===== src/rtl/auart_pkg.sv =====
package auart_pkg;
    localparam int DW = 8;
    localparam int AW = 2;

    localparam logic [AW-1:0] A_CTRL = 2'd0;
    localparam logic [AW-1:0] A_BAUD = 2'd1;
    localparam logic [AW-1:0] A_STAT = 2'd2;
    localparam logic [AW-1:0] A_DATA = 2'd3;

    localparam int S_TXE = 0;
    localparam int S_TC  = 1;
    localparam int S_RXF = 2;
    localparam int S_OVR = 3;

    typedef enum logic [1:0] {TX_IDLE, TX_START, TX_DATA, TX_STOP} tx_state_e;
    typedef enum logic [1:0] {RX_IDLE, RX_HUNT, RX_DATA, RX_STOP} rx_state_e;
endpackage


===== src/rtl/auart_tick.sv =====
module auart_tick #(
    parameter int DIV_W = 8
) (
    input  logic             clk,
    input  logic             rst_n,
    input  logic             clr,
    input  logic [DIV_W-1:0] div,
    output logic             tick
);
    logic [DIV_W-1:0] cnt_q;
    logic [DIV_W-1:0] lim;

    always_comb begin
        lim = (div == '0) ? '0 : div - DIV_W'(1);
    end

    assign tick = !clr && (cnt_q == lim);

    always_ff @(posedge clk or negedge rst_n) begin
        if (!rst_n) begin
            cnt_q <= '0;
        end else if (clr || tick) begin
            cnt_q <= '0;
        end else begin
            cnt_q <= cnt_q + DIV_W'(1);
        end
    end
endmodule


===== src/rtl/auart_tx.sv =====
module auart_tx
    import auart_pkg::*;
#(
    parameter int DIV_W = 8,
    parameter int OVS   = 16
) (
    input  logic             clk,
    input  logic             rst_n,
    input  logic [DIV_W-1:0] div,
    input  logic             req,
    input  logic [DW-1:0]    din,
    output logic             take,
    output logic             done,
    output logic             txd,
    output logic             active
);
    localparam int CW = $clog2(OVS);
    localparam int IW = $clog2(DW);

    tx_state_e      state_q, state_d;
    logic [CW-1:0]  cnt_q;
    logic [IW-1:0]  idx_q;
    logic [DW-1:0]  sh_q;
    logic           tick;
    logic           bit_end;
    logic           idle;

    assign idle = (state_q == TX_IDLE);

    auart_tick #(.DIV_W(DIV_W)) u_tick (
        .clk  (clk),
        .rst_n(rst_n),
        .clr  (idle),
        .div  (div),
        .tick (tick)
    );

    assign bit_end = tick && (cnt_q == CW'(OVS - 1));

    always_ff @(posedge clk or negedge rst_n) begin
        if (!rst_n) state_q <= TX_IDLE;
        else        state_q <= state_d;
    end

    always_comb begin
        state_d = state_q;
        unique case (state_q)
            TX_IDLE:  if (req) state_d = TX_START;
            TX_START: if (bit_end) state_d = TX_DATA;
            TX_DATA:  if (bit_end && idx_q == IW'(DW - 1)) state_d = TX_STOP;
            TX_STOP:  if (bit_end) state_d = req ? TX_START : TX_IDLE;
        endcase
    end

    always_comb begin
        take = 1'b0;
        done = 1'b0;
        txd  = 1'b1;
        unique case (state_q)
            TX_IDLE:  take = req;
            TX_START: txd = 1'b0;
            TX_DATA:  txd = sh_q[0];
            TX_STOP: begin
                take = bit_end && req;
                done = bit_end && !req;
            end
        endcase
        active = !idle;
    end

    always_ff @(posedge clk or negedge rst_n) begin
        if (!rst_n) begin
            cnt_q <= '0;
            idx_q <= '0;
            sh_q  <= '0;
        end else begin
            if (idle || bit_end)  cnt_q <= '0;
            else if (tick)        cnt_q <= cnt_q + CW'(1);
            if (take) begin
                sh_q  <= din;
                idx_q <= '0;
            end else if (state_q == TX_DATA && bit_end) begin
                sh_q  <= {1'b0, sh_q[DW-1:1]};
                idx_q <= idx_q + IW'(1);
            end
        end
    end
endmodule


===== src/rtl/auart_rx.sv =====
module auart_rx
    import auart_pkg::*;
#(
    parameter int DIV_W = 8,
    parameter int OVS   = 16
) (
    input  logic             clk,
    input  logic             rst_n,
    input  logic             en,
    input  logic [DIV_W-1:0] div,
    input  logic             rxd,
    output logic             valid,
    output logic [DW-1:0]    dout
);
    localparam int CW = $clog2(OVS);
    localparam int IW = $clog2(DW);

    rx_state_e      state_q, state_d;
    logic [1:0]     sync_q;
    logic           rx_s;
    logic [CW-1:0]  cnt_q;
    logic [IW-1:0]  idx_q;
    logic [DW-1:0]  sh_q;
    logic           tick;
    logic           bit_end;
    logic           mid;
    logic           idle;

    assign rx_s = sync_q[1];
    assign idle = (state_q == RX_IDLE);

    auart_tick #(.DIV_W(DIV_W)) u_tick (
        .clk  (clk),
        .rst_n(rst_n),
        .clr  (idle),
        .div  (div),
        .tick (tick)
    );

    assign bit_end = tick && (cnt_q == CW'(OVS - 1));
    assign mid     = tick && (cnt_q == CW'(OVS / 2 - 1));

    always_ff @(posedge clk or negedge rst_n) begin
        if (!rst_n) state_q <= RX_IDLE;
        else        state_q <= state_d;
    end

    always_comb begin
        state_d = state_q;
        if (!en) begin
            state_d = RX_IDLE;
        end else begin
            unique case (state_q)
                RX_IDLE: if (!rx_s) state_d = RX_HUNT;
                RX_HUNT: if (mid) state_d = rx_s ? RX_IDLE : RX_DATA;
                RX_DATA: if (bit_end && idx_q == IW'(DW - 1)) state_d = RX_STOP;
                RX_STOP: if (bit_end) state_d = RX_IDLE;
            endcase
        end
    end

    always_comb begin
        valid = 1'b0;
        unique case (state_q)
            RX_STOP: valid = en && bit_end && rx_s;
            default: valid = 1'b0;
        endcase
        dout = sh_q;
    end

    always_ff @(posedge clk or negedge rst_n) begin
        if (!rst_n) begin
            sync_q <= 2'b11;
            cnt_q  <= '0;
            idx_q  <= '0;
            sh_q   <= '0;
        end else begin
            sync_q <= {sync_q[0], rxd};
            if (state_d != state_q || bit_end) cnt_q <= '0;
            else if (tick)                     cnt_q <= cnt_q + CW'(1);
            if (state_q == RX_HUNT) begin
                idx_q <= '0;
            end else if (state_q == RX_DATA && bit_end) begin
                sh_q  <= {rx_s, sh_q[DW-1:1]};
                idx_q <= idx_q + IW'(1);
            end
        end
    end
endmodule


===== src/rtl/armed_uart.sv =====
module armed_uart
    import auart_pkg::*;
#(
    parameter int DIV_W = 8,
    parameter int OVS   = 16
) (
    input  logic          clk,
    input  logic          rst_n,
    input  logic [1:0]    bus_addr,
    input  logic          bus_rd,
    input  logic          bus_wr,
    input  logic [7:0]    bus_wdata,
    output logic [7:0]    bus_rdata,
    input  logic          ser_rx,
    output logic          ser_tx,
    output logic          drv_en
);
    logic             tx_en_q, rx_en_q;
    logic [DIV_W-1:0] div_q;
    logic             txe_q, tc_q, rxf_q, ovr_q;
    logic             arm_txe_q, arm_tc_q, arm_rx_q;
    logic [DW-1:0]    hold_q, rx_buf_q;
    logic             hold_full_q;
    logic             stat_rd, data_rd, data_wr, wr_ok, rx_clr;
    logic             take, done, rx_valid;
    logic [DW-1:0]    rx_byte;
    logic [DW-1:0]    stat;

    assign stat_rd = bus_rd && bus_addr == A_STAT;
    assign data_rd = bus_rd && bus_addr == A_DATA;
    assign data_wr = bus_wr && bus_addr == A_DATA;
    assign wr_ok   = data_wr && tx_en_q && !hold_full_q;
    assign rx_clr  = data_rd && arm_rx_q;

    auart_tx #(.DIV_W(DIV_W), .OVS(OVS)) u_tx (
        .clk   (clk),
        .rst_n (rst_n),
        .div   (div_q),
        .req   (hold_full_q && tx_en_q),
        .din   (hold_q),
        .take  (take),
        .done  (done),
        .txd   (ser_tx),
        .active(drv_en)
    );

    auart_rx #(.DIV_W(DIV_W), .OVS(OVS)) u_rx (
        .clk  (clk),
        .rst_n(rst_n),
        .en   (rx_en_q),
        .div  (div_q),
        .rxd  (ser_rx),
        .valid(rx_valid),
        .dout (rx_byte)
    );

    always_ff @(posedge clk or negedge rst_n) begin
        if (!rst_n) begin
            tx_en_q <= 1'b0;
            rx_en_q <= 1'b0;
            div_q   <= DIV_W'(1);
        end else if (bus_wr) begin
            if (bus_addr == A_CTRL) begin
                tx_en_q <= bus_wdata[0];
                rx_en_q <= bus_wdata[1];
            end
            if (bus_addr == A_BAUD) div_q <= DIV_W'(bus_wdata);
        end
    end

    always_ff @(posedge clk or negedge rst_n) begin
        if (!rst_n) begin
            arm_txe_q <= 1'b0;
            arm_tc_q  <= 1'b0;
            arm_rx_q  <= 1'b0;
        end else if (data_rd || data_wr) begin
            arm_txe_q <= 1'b0;
            arm_tc_q  <= 1'b0;
            arm_rx_q  <= 1'b0;
        end else if (stat_rd) begin
            arm_txe_q <= txe_q;
            arm_tc_q  <= tc_q;
            arm_rx_q  <= rxf_q;
        end
    end

    always_ff @(posedge clk or negedge rst_n) begin
        if (!rst_n) begin
            hold_q      <= '0;
            hold_full_q <= 1'b0;
            txe_q       <= 1'b1;
            tc_q        <= 1'b1;
        end else begin
            if (wr_ok) begin
                hold_q      <= bus_wdata;
                hold_full_q <= 1'b1;
            end else if (take) begin
                hold_full_q <= 1'b0;
            end
            if (take)                 txe_q <= 1'b1;
            else if (wr_ok && arm_txe_q) txe_q <= 1'b0;
            if (wr_ok && arm_tc_q)    tc_q <= 1'b0;
            else if (done)            tc_q <= 1'b1;
        end
    end

    always_ff @(posedge clk or negedge rst_n) begin
        if (!rst_n) begin
            rx_buf_q <= '0;
            rxf_q    <= 1'b0;
            ovr_q    <= 1'b0;
        end else begin
            if (rx_clr) begin
                rxf_q <= 1'b0;
                ovr_q <= 1'b0;
            end
            if (rx_valid) begin
                if (rxf_q && !rx_clr) begin
                    ovr_q <= 1'b1;
                end else begin
                    rx_buf_q <= rx_byte;
                    rxf_q    <= 1'b1;
                end
            end
        end
    end

    always_comb begin
        stat        = '0;
        stat[S_TXE] = txe_q;
        stat[S_TC]  = tc_q;
        stat[S_RXF] = rxf_q;
        stat[S_OVR] = ovr_q;
    end

    always_comb begin
        bus_rdata = '0;
        if (bus_rd) begin
            unique case (bus_addr)
                A_CTRL: bus_rdata = {6'b0, rx_en_q, tx_en_q};
                A_BAUD: bus_rdata = 8'(div_q);
                A_STAT: bus_rdata = stat;
                A_DATA: bus_rdata = rx_buf_q;
            endcase
        end
    end
endmodule


===== config.mk =====
export PLATFORM = sky130hd
export DESIGN_NAME = armed_uart
export DESIGN_NICKNAME = d
export VERILOG_FILES = /design/src/rtl/auart_pkg.sv /design/src/rtl/auart_tick.sv /design/src/rtl/auart_tx.sv /design/src/rtl/auart_rx.sv /design/src/rtl/armed_uart.sv
export SDC_FILE = /design/constraint.sdc
export NUM_CORES = 1
export LEC_CHECK = 0
export BUFFER_PORTS_ARGS = -buffer_cell sky130_fd_sc_hd__buf_2
export CORE_ASPECT_RATIO = 1.1
export CORE_MARGIN = 2
export CORE_UTILIZATION = 50
export CTS_BUF_LIST = sky130_fd_sc_hd__clkbuf_4
export DETAILED_ROUTE_END_ITERATION = 16
export GPL_TIMING_DRIVEN = 0
export PLACE_DENSITY = 0.77
export SETUP_SLACK_MARGIN = 0.15
export SYNTH_ARGS = -nofsm -noshare
export SYNTH_HDL_FRONTEND = slang
export SYNTH_SLANG_ARGS = --single-unit

===== constraint.sdc =====
create_clock -name clk -period 4.3 [get_ports clk]
set_clock_uncertainty 0.1 [all_clocks]
set_input_delay 0.43 -clock clk [delete_from_list [all_inputs] [get_ports clk]]
set_output_delay 0.43 -clock clk [all_outputs]
set_load 0.005 [all_outputs]

==> impl_metrics.toml, run 1 <==
[run_status]
status = "finished clean"

[floorplanning]
core_sq_um = 9840
num_io_pins = 25
placementRows = 38
initial_core_util = 0.513
die_height_um = 109
die_x_um = 99.8
die_area_sq_um = 10900

[synthesis]
synth_edf_count = 0
ys_types = 62
netlist_instances = 499
synthArstFlopShare = 1.00
synthDominantCellAreaShare = 0.401
synth_area_leader_cell = "dfrtp_1"
yosysSeqAreaShare = 0.428
yosysWarnings = 0
synth-seq-cells = 86
synth_ff_type = "dfrtp_1"
synth.avg_cell_area_sq_um = 10.1
synth_area_sq_um = 5050
synth_nets = 528
synthTopCellsByArea = "dfrtp_1 (40%), mux2_2 (11%), ha_1 (3.5%)"

[global_routing]
grt_usage = 0.210
grt_pass1_vias = 3945
grt_max_degree = 60
grt_antenna_before_repair = 0
grt.overflow.total = 0
grt_pass1_wl_mm = 18.6

[sta]
hold_viol_final = 0
tightest_slew_ps = 734
slew_viol_final = 0
period_share = 0.919
max-slew-margin-rel = 0.510
setup_viol = 0
post-route-min-period_ps = 3950
max_freq_mhz = 253
setup_tns_ps = 0
rsz0062_at_grt = "false"

[cells_and_area]
fillers = 829
n_antenna_cell = 0
layout.nets = 565
final_layout_size_suffix_gt1_frac = 0.216
area_growth_pct = 10.1

[worst_setup_path]
worstSetupStartpointType = "flip-flop"
end_kind = "flip-flop"
arrival_ps = 4240
crit_required_ps = 4580
worstPathMaxFanout = 14
critical_path_class = "reg2reg"

[route]
drc = 0
via_count = 4038
drt-total-wl_mm = 11.2
first_pass_iters = 5
drt_iter0_markers = 407
routed_via_density = 6.11
routedWlPerCell_um = 16.9
ant_nets = 0

[clock_tree]
clk_latency_ps = 440
cts_root_buf = "clkbuf_4"
h-tree-depth = 3
cts.sinks = 86
clk_pin_slew_worst_paths_ps = 160
cts_buffers = 9
cts-root-to-sink-buffers = 2
cts_tree = "built"

[pwr]
vdd_drop_max_mv = 0.207
power_leakage_nw = 2.43
power_density_nw_per_um2 = 431
power_mw = 2.40

[placement]
dp_hpwl_mm = 8.16
numPortBuffers = 23
globalplace.congestion = 0.891

[job]
maxCapViolCount = 0

[hold_path]
hp-class = "in2reg"
-- flip-flops by register name, indices dropped and copies added, names as in the netlist, 4 cells and up --
register	count
hold_q	8
u_rx.u_tick.cnt_q	8
u_tx.u_tick.cnt_q	8
u_rx.dout	8
u_tx.cnt_q	4
u_rx.cnt_q	4
u_tx.sh_q	8
rx_buf_q	8
div_q	8
-- synth_stat cells (11+ instances only) --
| cell type | count |
|---|---|
| a21oi_1 | 18 |
| clkbuf_1 | 22 |
| dfrtp_1 | 81 |
| ha_1 | 14 |
| inv_1 | 18 |
| mux2_2 | 48 |
| nand2_1 | 35 |
| nand3_1 | 23 |
| nor2_1 | 27 |
| nor2b_1 | 11 |
| nor3_1 | 14 |
| o21ai_0 | 15 |
| xor2_1 | 12 |
-- worst max-delay path, cell delays in order (launching register included) --
cell      delay, ps
dfstp_4         750
inv_1            60
ha_1            230
clkbuf_1        250
clkbuf_1        290
nor3b_1         210
o41ai_2         350
o211ai_1        160
or4_4           480
buf_2           210
clkbuf_1        270
o41ai_1         340
and3_1          220
-- report_power, final --
part	switching, mW	internal, mW	total (mW)
clock network	0.326	0.139	0.466
logic	0.449	0.365	0.813
registers	0.150	0.968	1.12
total	0.926	1.47	2.40
-- final timing paths --
kind                              endpoint  cells past startpoint      startpoint  slack, ps
max reg2reg                u_rx.state_q[1]                     12        div_q[0]        350
min reg2reg                 u_rx.sync_q[1]                      0  u_rx.sync_q[0]        270
min in group asynchronous      rx_buf_q[7]                      2           rst_n        340
max in group asynchronous             tc_q                      3           rst_n       3070
max                        u_rx.state_q[1]                     12        div_q[0]        350
min                              hold_q[3]                      2    bus_wdata[3]        140
-- final cells by class --
class | count | area (sq um) | share of cell area
multi-input combinational | 368 | 2740 | 0.493
sequential | 86 | 2160 | 0.389
timing repair buffer | 27 | 185 | 0.0333
tap | 120 | 150 | 0.0270
buffer | 26 | 110 | 0.0198
clock inverter | 7 | 76.3 | 0.0137
clock buffer | 9 | 67.6 | 0.0122
inverter | 18 | 67.6 | 0.0122
-- through the flow --
step,cell area [sq um],setup slack [ps],hold slack (ps),std cells,util
floorplan,5050,572,34.4,499,-
detailed placement,5340,-74.8,249,643,0.543
CTS,5500,243,122,660,0.559
global route,5560,193,110,661,0.565
finish,5560,348,136,661,0.565
global placement,5310,54.0,246,642,0.540
-- layer usage --
metal | track usage | share of wire | wire length, um | up-vias
met3 | 0.0292 | 0.043 | 484 | 21
li1 | - | - | - | 1918
met5 | 0 | 0 | 0 | -
met2 | 0.365 | 0.50 | 5630 | 115
met4 | 0.0656 | 0.015 | 163 | 0
met1 | 0.275 | 0.44 | 4910 | 1984
-- timing repair --
| item | in CTS | in global routing |
|---|---|---|
| hold buffers | 2 | 0 |
| resized for setup | 0 | 6 |
| hold endpoints to repair | 26 | 0 |
| setup buffers | 0 | 1 |
| pin swaps | 0 | 2 |
| setup endpoints to repair | 50 | 34 |
-- cells in the final DEF, fill, tap and decap left out, types with 7 or more instances in the layout --
cell type  count
dfrtp_1       81
mux2_2        48
nand2_1       35
nor2_1        27
buf_2         26
nand3_1       23
clkbuf_1      21
inv_1         18
a21oi_1       18
o21ai_0       15
ha_1          14
nor3_1        13
xor2_1        12
nor2b_1       11
xnor2_1       10
or4_1         10
and3_1        10
clkbuf_4       9
or3_1          8
nand4_1        7
mux2i_1        7
-- cells by family after synthesis --
group,Yosys count,synth area share
and+or+nand+nor,181,0.200
AOI/OAI and AO/OA,93,0.129
DFF,86,0.428
muxes,57,0.130
buffers and inverters,45,0.0359
xor gates and xnor gates,23,0.0426
adders and majority gates,14,0.0347
Note: power is estimated with default switching activity, not from simulation.
==> run 2: changes to the inputs <==
Settings changed: GPL_TIMING_DRIVEN 0 to unset.
==> run 2 against run 1 <==
Effect of this change:
- clock power down 8.8%
- routed wire length down 2.3%
- power down 2.7%
- clock-buffer cell count grew 1
- global-route usage barely moved
- utilization fell by 1.3 points
- worst hold slack got worse by 18 ps
- largest cell class unchanged
- highest routed layer unchanged
==> impl_metrics.toml, run 2 (synthesis gave the netlist of run 1 again) <==
[worst_setup_path]
crit_required_ps = 4540
crit_path_start = "div_q[0]"
reg2reg_to = "rx_buf_q[5]"
critical_path_class = "reg2reg"
end_kind = "flip-flop"
reg2reg_from = "div_q[0]"
endpoint = "rx_buf_q[5]"
ff2ff_setup_slack_ps = 360
crit_path_top_delay_cell = "dfstp_2"
cp_cell_sequence = "inv_1, ha_1, nor3b_2, and2_1, or4_1, o311a_1, or4_4, nor4b_4, buf_4, mux2_2"
slowest_delay_ps = 700
worstPathMaxFanout = 20
arrival_ps = 4180
r2r_cells = 10
worstSetupStartpointType = "flip-flop"

[route]
routed_via_density = 6.18
via_count = 3983
top_layer = "met4"
drc = 0
drt-total-wl_mm = 10.9
wl_met1_mm = 4.88
routedWlPerCell_um = 17.0
met2WireLength_mm = 5.43
met3_wirelength_um = 430
ant_nets = 0
drt_iter0_markers = 338
first_pass_iters = 5

[clock_tree]
clk_latency_ps = 440
cts.sinks = 86
clk_pin_slew_worst_paths_ps = 150
h-tree-depth = 3
cts_tree = "built"
cts-root-to-sink-buffers = 2
cts_root_buf = "clkbuf_4"
cts_buffers = 9

[pwr]
vdd_drop_max_mv = 0.219
combPwrFrac = 0.324
p_int_mw = 1.45
power_mw = 2.33
switchingPower_mw = 0.877
seq_power_share = 0.494
swShare = 0.376
clockPowerShare = 0.182
power_density_nw_per_um2 = 429
power_leakage_nw = 2.40

[floorplanning]
die_height_um = 109
die_x_um = 99.8
num_io_pins = 25
placementRows = 38
initial_core_util = 0.513
core_sq_um = 9840
die_area_sq_um = 10900

[global_routing]
grt_pass1_vias = 3855
grt_pass1_wl_mm = 18.5
grt_usage = 0.211
grt.overflow.total = 0
grt_max_degree = 47
grt_antenna_before_repair = 0

[job]
maxCapViolCount = 0

[placement]
globalplace.congestion = 0.964
dp_hpwl_mm = 7.91
numPortBuffers = 24

[cells_and_area]
final_layout_size_suffix_gt1_frac = 0.223
final_common_cell = "dfrtp_1"
area_growth_pct = 7.53
multi_input_area_sq_um = 2710
layout_common_cells = "dfrtp_1 (81), mux2_2 (48), nand2_1 (35)"
regArea_sq_um = 2160
layout.nets = 548
fillers = 820
n_antenna_cell = 0

[sta]
post-route-min-period_ps = 3940
period_share = 0.917
tightest_slew_ps = 883
slew_viol_final = 0
rsz0062_at_grt = "false"
timing.hold.ws_ps = 119
max-slew-margin-rel = 0.407
hold_viol_final = 0
max_freq_mhz = 254
setup_viol = 0
setup_tns_ps = 0

[hold_path]
hp-class = "in2reg"

[run_status]
status = "finished clean"
[run 2: metrics by stage]
step / instance area (sq um) / cells / utilization / worst slack (ps)
after floorplan: 5050 / 499 / - / 572
after global placement: 5280 / 625 / 0.536 / 336
after detailed placement: 5280 / 625 / 0.536 / 197
after CTS: 5420 / 643 / 0.550 / 175
after global routing: 5430 / 644 / 0.552 / 205
final: 5430 / 644 / 0.552 / 358
[run 2: power by group through the flow]
stage | logic, mW | clock network (mW) | registers (mW)
2_1_floorplan | 0.615 | 0 | 1.07
6_report | 0.755 | 0.425 | 1.15
3_3_place_gp | 0.723 | 0 | 1.15
3_5_place_dp | 0.749 | 0 | 1.16
5_1_grt | 0.845 | 0.467 | 1.18
4_1_cts | 0.754 | 0.436 | 1.14
[run 2: final cells by class]
type / count / area share
clock buffers: 10 / 0.0138
clock inverters: 6 / 0.00853
flip-flops and latches: 86 / 0.398
inverters: 18 / 0.0124
multi-input cells: 368 / 0.500
well taps: 120 / 0.0277
repair buffers: 36 / 0.0401
[run 2: critical path: cells and delay by family (launching register included)]
family,cells,cell delay [ps]
AO/OA/AOI/OAI,1,140
flip-flops,1,700
adder cells (fa/ha/maj),1,330
buffers and inverters,2,280
multiplexers,1,350
AND/OR/NAND/NOR,5,1940
[run 2: worst min-delay path by stage]
stage	from	endpoint	slack, ps	cells past startpoint
2_1_floorplan	rst_n	arm_rx_q	30	0
3_3_place_gp	u_rx.sync_q[0]	u_rx.sync_q[1]	250	0
3_5_place_dp	u_rx.sync_q[0]	u_rx.sync_q[1]	250	0
4_1_cts	bus_wdata[7]	hold_q[7]	110	3
5_1_grt	bus_wdata[2]	div_q[2]	120	2
6_report	bus_wdata[7]	hold_q[7]	120	3
[run 2: layer usage]
metal / vias to the layer above / GRT usage
met1: 1970 / 0.286
met5: - / 0
met3: 18 / 0.0312
met2: 114 / 0.341
li1: 1881 / -
met4: 0 / 0.0871
[run 2: timing repair]
item	4_1_cts	5_1_grt
setup endpoints to repair	0	9
setup buffers	0	1
resized for setup	0	1
hold buffers	2	0
hold endpoints to repair	44	0
==> run 3: changes to the inputs <==
Settings changed: BUFFER_PORTS_ARGS -buffer_cell sky130_fd_sc_hd__buf_2 to -buffer_cell sky130_fd_sc_hd__buf_4.
==> run 3 against run 2 <==
Effect of this change:
- die area did not move
- first-iteration DRC count decreased by 23%
- clock-buffer cell count shrank 1
- routed wire length is 0.46% lower
- design area rose by 1.7%
- non-clock buffer count down 2
- largest power group unchanged
==> impl_metrics.toml, run 3 (synthesis gave the netlist of run 1 again) <==
[run_status]
status = "finished clean"

[pwr]
seq_power_share = 0.465
switchingPower_mw = 0.908
p_int_mw = 1.58
power_density_nw_per_um2 = 451
combPwrFrac = 0.310
vdd_drop_max_mv = 0.232
swShare = 0.365
power_leakage_nw = 2.42
clockPowerShare = 0.225

[worst_setup_path]
critical_path_class = "reg2reg"
crit_path_top_delay_cell = "dfstp_2"
arrival_ps = 4240
worstPathMaxFanout = 20
worstSetupStartpointType = "flip-flop"
crit_required_ps = 4550
cp_cell_sequence = "inv_1, ha_1, nor3b_1, and2_1, or4_1, o311a_1, or4_4, nor4b_4, mux2_2"
end_kind = "flip-flop"
slowest_delay_ps = 710

[cells_and_area]
post-route-util = 0.561
final_common_cell = "dfrtp_1"
n_antenna_cell = 0
layout_common_cells = "dfrtp_1 (81), mux2_2 (48), nand2_1 (35)"
final_cells = 642
area_growth_pct = 9.34
layout.nets = 546
final_layout_size_suffix_gt1_frac = 0.222

[clock_tree]
cts_root_buf = "clkbuf_4"
cts_tree = "built"
clk_pin_slew_worst_paths_ps = 160
cts.sinks = 86
cts_buffers = 9
clk_latency_ps = 450
cts-root-to-sink-buffers = 2
h-tree-depth = 3

[route]
drt-total-wl_mm = 10.9
routed_via_density = 6.09
drc = 0
drt_iter0_markers = 259
first_pass_iters = 4
via_count = 3912
ant_nets = 0
routedWlPerCell_um = 17.0

[floorplanning]
die_area_sq_um = 10900
placementRows = 38
die_x_um = 99.8
die_height_um = 109
num_io_pins = 25
initial_core_util = 0.513
core_sq_um = 9840

[global_routing]
grt_usage = 0.203
grt_antenna_before_repair = 0
grt.overflow.total = 0
grt_pass1_wl_mm = 17.9
grt_pass1_vias = 3646
grt_max_degree = 87

[job]
maxCapViolCount = 0

[sta]
slew_viol_final = 0
hold_viol_final = 0
max_freq_mhz = 251
setup_tns_ps = 0
period_share = 0.928
setup_viol = 0
max-slew-margin-rel = 0.295
tightest_slew_ps = 1060
post-route-min-period_ps = 3990
rsz0062_at_grt = "false"

[placement]
numPortBuffers = 24
dp_hpwl_mm = 7.67
dp_cells = 622
globalplace.congestion = 0.925

[hold_path]
hp-class = "in2async"
[run 3: per-layer routing]
layer,GRT usage,vias to the layer above,wire (um)
met5,0,-,0
met3,0.0426,12,414
li1,-,1882,-
met2,0.340,64,5400
met4,0.0460,0,122
met1,0.274,1954,4950
[run 3: layout make-up]
cell class              count  area (sq um)
flip-flops and latches     86          2160
well taps                 120           150
repair buffers             34           258
clock buffers               9          67.6
fillers                   837          4320
inverters                  18          67.6
clock inverters             7           104
multi-input cells         368          2720
[run 3: per-stage QoR]
step,power (mW),setup WS (ps),hold slack (ps),instance area (sq um)
global route,2.64,82.6,84.1,5520
global placement,1.88,446,249,5310
CTS,2.49,328,79.8,5490
floorplan,1.69,572,34.4,5050
detailed placement,1.92,353,249,5310
finish,2.49,310,63.0,5520
[run 3: worst max-delay path: cells and delay by family (launching register included)]
kind / cells / cell delay, ps
and+or+nand+nor: 5 / 2230
DFF: 1 / 710
adders and majority gates: 1 / 220
AOI/OAI and AO/OA: 1 / 130
muxes: 1 / 410
buffers and inverters: 1 / 70
[run 3: final timing paths]
| path | startpoint | endpoint | slack (ps) | cells past startpoint |
|---|---|---|---|---|
| worst max-delay path | div_q[0] | rx_buf_q[1] | 310 | 9 |
| min in group clk | bus_wdata[7] | hold_q[7] | 100 | 3 |
| max in group asynchronous | rst_n | u_tx.u_tick.cnt_q[5] | 3390 | 1 |
| worst max register to register | div_q[0] | rx_buf_q[1] | 310 | 9 |
| worst min register to register | u_rx.sync_q[0] | u_rx.sync_q[1] | 270 | 0 |
| worst min-delay path | rst_n | u_rx.u_tick.cnt_q[4] | 60 | 1 |
[run 3: repair_timing]
| action | 4_1_cts | 5_1_grt |
|---|---|---|
| hold buffers | 1 | 0 |
| buffers inserted | 0 | 3 |
| endpoints found under the setup margin | 0 | 12 |
| endpoints found under the hold margin | 1 | 0 |
| gates resized for setup | 0 | 1 |
[run 3: power groups by stage]
stage | registers (mW) | clock network [mW] | logic (mW)
final | 1.16 | 0.560 | 0.771
after floorplan | 1.07 | 0 | 0.615
after global placement | 1.16 | 0 | 0.724
after global routing | 1.18 | 0.601 | 0.857
after detailed placement | 1.17 | 0 | 0.753
after CTS | 1.15 | 0.574 | 0.759
